<file path="src/rtl/bsr_pkg.sv">
package bsr_pkg;

  // Action encoding on the mode input.
  typedef enum logic [1:0] {
    MODE_HOLD   = 2'b00,
    MODE_TO_LSB = 2'b01,
    MODE_TO_MSB = 2'b10,
    MODE_LOAD   = 2'b11
  } bsr_mode_e;

endpackage

</file>
<file path="src/rtl/bsr_rst_sync.sv">
module bsr_rst_sync #(
  parameter int STAGES = 2
) (
  input  logic clk,
  input  logic clr_n,
  output logic rst_q_n
);

  logic [STAGES-1:0] chain_q;

  // Asserts asynchronously, releases after STAGES rising edges.
  always_ff @(posedge clk or negedge clr_n) begin
    if (!clr_n) begin
      chain_q <= '0;
    end else begin
      chain_q <= {chain_q[STAGES-2:0], 1'b1};
    end
  end

  assign rst_q_n = chain_q[STAGES-1];

endmodule

</file>
<file path="src/rtl/bsr_bit_sel.sv">
module bsr_bit_sel
  import bsr_pkg::*;
(
  input  bsr_mode_e sel,
  input  logic      keep_v,
  input  logic      from_hi,
  input  logic      from_lo,
  input  logic      load_v,
  output logic      next_v
);

  // Four-way selector for one register bit.
  always_comb begin
    unique case (sel)
      MODE_HOLD:   next_v = keep_v;
      MODE_TO_LSB: next_v = from_hi;
      MODE_TO_MSB: next_v = from_lo;
      MODE_LOAD:   next_v = load_v;
      default:     next_v = keep_v;
    endcase
  end

endmodule

</file>
<file path="src/rtl/bidir_shift_reg.sv">
module bidir_shift_reg
  import bsr_pkg::*;
#(
  parameter int W          = 4,
  parameter int SYNC_STAGES = 2
) (
  input  logic         clk,
  input  logic         clr_n,
  input  logic [1:0]   mode,
  input  logic         fill_hi,
  input  logic         fill_lo,
  input  logic [W-1:0] par_in,
  output logic [W-1:0] q,
  output logic         out_lo,
  output logic         out_hi
);

  localparam int MSB = W - 1;

  bsr_mode_e    mode_e;
  logic         rst_sync_n;
  logic         upd_en;
  logic [W-1:0] q_d;
  logic [W-1:0] q_r;

  assign mode_e = bsr_mode_e'(mode);

  bsr_rst_sync #(.STAGES(SYNC_STAGES)) rst_sync_i (
    .clk     (clk),
    .clr_n   (clr_n),
    .rst_q_n (rst_sync_n)
  );

  // Next-state: one selector per bit, neighbours wired by position.
  for (genvar k = 0; k < W; k++) begin : g_bit
    logic hi_src;
    logic lo_src;

    if (k == MSB) begin : g_top
      assign hi_src = fill_hi;
    end else begin : g_mid_hi
      assign hi_src = q_r[k+1];
    end

    if (k == 0) begin : g_bot
      assign lo_src = fill_lo;
    end else begin : g_mid_lo
      assign lo_src = q_r[k-1];
    end

    bsr_bit_sel sel_i (
      .sel     (mode_e),
      .keep_v  (q_r[k]),
      .from_hi (hi_src),
      .from_lo (lo_src),
      .load_v  (par_in[k]),
      .next_v  (q_d[k])
    );
  end

  // Clock enable: hold does not toggle the flops.
  always_comb begin
    upd_en = (mode_e != MODE_HOLD);
  end

  always_ff @(posedge clk or negedge rst_sync_n) begin
    if (!rst_sync_n) begin
      q_r <= '0;
    end else if (upd_en) begin
      q_r <= q_d;
    end
  end

  assign q      = q_r;
  assign out_lo = q_r[0];
  assign out_hi = q_r[MSB];

endmodule

</file>
<file path="config.mk">
export PLATFORM = sky130hd
export DESIGN_NAME = bidir_shift_reg
export DESIGN_NICKNAME = d
export VERILOG_FILES = /design/src/rtl/bsr_pkg.sv /design/src/rtl/bsr_rst_sync.sv /design/src/rtl/bsr_bit_sel.sv /design/src/rtl/bidir_shift_reg.sv
export SDC_FILE = /design/constraint.sdc
export NUM_CORES = 1
export LEC_CHECK = 0
export BUFFER_PORTS_ARGS = -buffer_cell sky130_fd_sc_hd__buf_2
export CORE_AREA = 2 2 39 41
export CTS_CLUSTER_DIAMETER = 150
export DETAILED_ROUTE_END_ITERATION = 10
export DIE_AREA = 0 0 41 43
export PLACE_DENSITY_LB_ADDON = 0.1
export SLEW_MARGIN = 20
export SYNTH_ARGS = -nofsm -noshare
export SYNTH_HDL_FRONTEND = slang
export SYNTH_SLANG_ARGS = --single-unit
</file>
<file path="constraint.sdc">
create_clock -name clk -period 0.8 [get_ports clk]
set_clock_uncertainty 0.15 [all_clocks]
set_input_delay 0.04 -clock clk [delete_from_list [all_inputs] [get_ports clk]]
set_output_delay 0.04 -clock clk [all_outputs]
set_load 0.01 [all_outputs]
</file>
* Yosys cells after proc, flatten, opt, wreduce, memory -nomap -nowiden *
Index checks and enable logic that the tools add are counted.

storage, ports and cells
  register bits = 6
  latch bits = 0
  bits in writable memories = 0
  ROM bits = 0
  bits of input ports = 10
  output and inout port bits = 6
  word-level logic and storage cells = 13
  memories = 0

operators by class
  add/sub/neg operators = 0
  multiply operators = 0
  divide/modulo/power cells = 0
  $lt $le $gt $ge = 0
  equality and inequality tests = 3
  shift operators = 0
  mux-type cells = 4
  bitwise gates (word level) = 1
  reductions and logical operators = 3

operators by type and width
  operator                                       number
  one-hot mux 1 bit (3 select lines)             4
  == test 2 bit, second input constant           2
  == test 2 x 1 -> 1 bit, second input constant  1
  logical NOT 2 bit                              1
  AND reduction 2 bit                            1
  nonzero test 2 bit                             1
  inverter 1 bit                                 1

* Logic depth before layout (Yosys ltp) *
  word-level depth = 3
  gate-level depth with buffers = 1

* Modules after synthesis *
From an unflattened synthesis, not the netlist that was laid out.

unflattened totals
  cells, all modules = 18
  area, all modules = 330.3 um^2

by module, submodules not included
  module           instances  cells each  area each (um^2)
  bidir_shift_reg  1          11          186.4
  bsr_bit_sel      4          1           22.5
  bsr_rst_sync     1          3           53.8

* Worst setup path after synthesis *
No wires, ideal clock.

  path type = reg2reg
  start point = reg q_r[0] (netlist: q[0])
  end point = reg q_r[1] (netlist: q[1])
  setup time = 140 ps
  arrival = 883 ps
  data required time = 510 ps
  setup slack = -374 ps
  stages on the path, launching flop included = 2
  buffers on the path = 0
  period minus slack after synthesis = 1,174 ps
  cells stage by stage = dfrtp_1 mux4_1

between the ends
  longest elaborated chain between the ends = 1

RTL lines
  element                             line                   RTL
  start, declared                     bidir_shift_reg.sv:24  logic [W-1:0] q_r;
  start signal, assigned              bidir_shift_reg.sv:70  q_r <= q_d;
  one-hot mux 1 bit (3 select lines)  bsr_bit_sel.sv:14      unique case (sel)

Every way passes these cells.
A chain may end at the register's enable or synchronous reset.

* Worst setup path after layout *
Same ends and word-level chain as after synthesis.

==> reports/qor.csv <==
metric;value;unit
worst_setup_path_start_kind;flip-flop;
cts_setup_buffers;0;
overflow;0;
dpl_cell_area;369;µm²
grt_antenna_before_repair;0;
rsz0062_at_grt;true;
cp-startpoint;q[0];
dr.pass1.iters;1;
timing.hold.worst.class;flip-flop to async pin;
final_area;418;µm²
power.density;2150;nW/µm²
clock_power_share;29.9;%
start_util;20.9;%
synth_top_area_share;51.9;%
p_sw;0.222;mW
gp_congestion;0.748;
seqPwrFrac;43.4;%
sw_frac_of_total;24.7;%
placementRows;14;
cp.arrival;1.10;ns
power.total;0.899;mW
syn_area_per_cell;19.3;µm²
io_pins;16;
crit_path_cell_trace;mux4_2;
ys_warn_count;0;
hold_violations;10;
core;1380;µm²
finalSetupViolations;10;
fin_ws;-0.339;ns
post_route_cells_drive_above_1_share;76.5;%
syn_inst;15;
combPwrFrac;26.7;%
synth_area_leaders;dfrtp_1 52%, mux4_1 36%, buf_4 10%, conb_1 1.3%;
slew_viol_final;0;
routed_via_density;3.90;
drc;0;
path_class;flip-flop to flip-flop;
die_w;41;µm
post-route-min-period;1.14;ns
crit_required;0.76;ns
timing.rr.end;q[1];
synth-seq-cells;6;
r2r-start;q[0];
peakVddDrop;453;µV
numPortBuffers;15;
r2r_cells;1;
drt_iter0_markers;0;
clk_latency;0.24;ns
final_cell_mix;13 x buf_2, 6 x dfrtp_1, 4 x mux4_2;
cts_tree;yes;
crit_family;multiplexers;
synth_area;289;µm²
path_buf_inv;0;
violations;negative hold slack, negative setup slack;
root_buffer;clkbuf_4;
synth_top_area_cell;dfrtp_1;
clk_pin_slew;0.04;ns
dr_total_vias;195;
fin_nets;46;
wl;543;µm
yosysUniqueCellTypes;4;
fmax;878;MHz
reg2reg_slack;-0.34;ns
cp_slowest_cell;mux4_2;
areaGrowthSynthToFinish;44.6;%
layout_commonest_cell;buf_2;
grt_usage;8.13;%
die-area;1760;µm²
grt_max_degree;5;
syn_nets;25;
htreeDepth;1;
cp_max_fo;4;
power_leakage;0.201;nW
clockBufferDepth;2;
cts_made_buffers;3;
power.internal;0.677;mW
holdWs;-0.0920;ns
ant_nets;0;
cts_sinks;6;
crit_path_end_kind;flip-flop;
first_global_vias;220;
max_stage_delay;0.46;ns
yosysSeqAreaShare;51.9;%
grt_pass1_wl;883;µm
routedWlPerCell;10.9;µm
dp_hpwl;464;µm
cts_hold_buf;1;
cap_viol_max_count;0;
die_h;43;µm
antenna-diode-count;0;
fin_crit_sh;142;%
status;complete, but fails checks;
[power groups by stage]
stage,Sequential (mW),Combinational (mW),Clock (mW)
3_3_place_gp,0.395,0.213,0
3_5_place_dp,0.394,0.211,0
4_1_cts,0.392,0.244,0.286
6_report,0.390,0.240,0.269
2_1_floorplan,0.391,0.143,0
5_1_grt,0.402,0.259,0.307
[cells in the mapped netlist, drive strengths merged]
library cell	number
dfrtp	6
mux4	4
conb	1
buf	4
[flip-flops by register name, summed over array words and instances (netlist names)]
name and count:
q 4, rst_sync_i.chain_q 2
[repair_timing]
item                                   CTS  global route
endpoints found under the hold margin   10            10
setup endpoints to repair               10            10
resized for setup                        3             0
[final cells by class]
class,instances,area [µm²]
Clock buffer,3,22.5
Fill cell,149,966
Multi-Input combinational cell,5,93.8
Sequential cell,6,150
Tap cell,16,20.0
Timing Repair Buffer,20,131
[routing by layer]
| metal | wire [µm] | share of wire [%] | up-vias | global-route usage, % |
|---|---|---|---|---|
| li1 | - | - | 90 | - |
| met4 | 0 | 0 | 0 | 12.0 |
| met2 | 262 | 48 | 9 | 8.44 |
| met3 | 28 | 5.2 | 0 | 0 |
| met5 | 0 | 0 | - | 0 |
| met1 | 253 | 47 | 96 | 11.7 |
[cell families after synthesis]
family / count (synthesis) / synth area share (%)
buf+inv: 4 / 10.4
flops: 6 / 51.9
mux: 4 / 36.4
other cells: 1 / 1.30
[per-stage QoR]
step / setup slack [ns] / util [%] / setup TNS, ns / cells
2_1_floorplan: -0.346 / - / -1.37 / 15
3_3_place_gp: -0.343 / 26.7 / -1.43 / 46
3_5_place_dp: -0.349 / 26.7 / -1.38 / 46
4_1_cts: -0.347 / 30.2 / -2.67 / 50
5_1_grt: -0.387 / 30.2 / -3.01 / 50
6_report: -0.339 / 30.2 / -2.56 / 50
[worst max-delay path by stage]
stage,endpoint,depth (start not counted)
after floorplan,q[1],1
after global placement,q[0],1
after detailed placement,q[3],1
after CTS,q[0],1
after global routing,q[0],1
final,q[1],1
(Power assumes the default switching activity.)
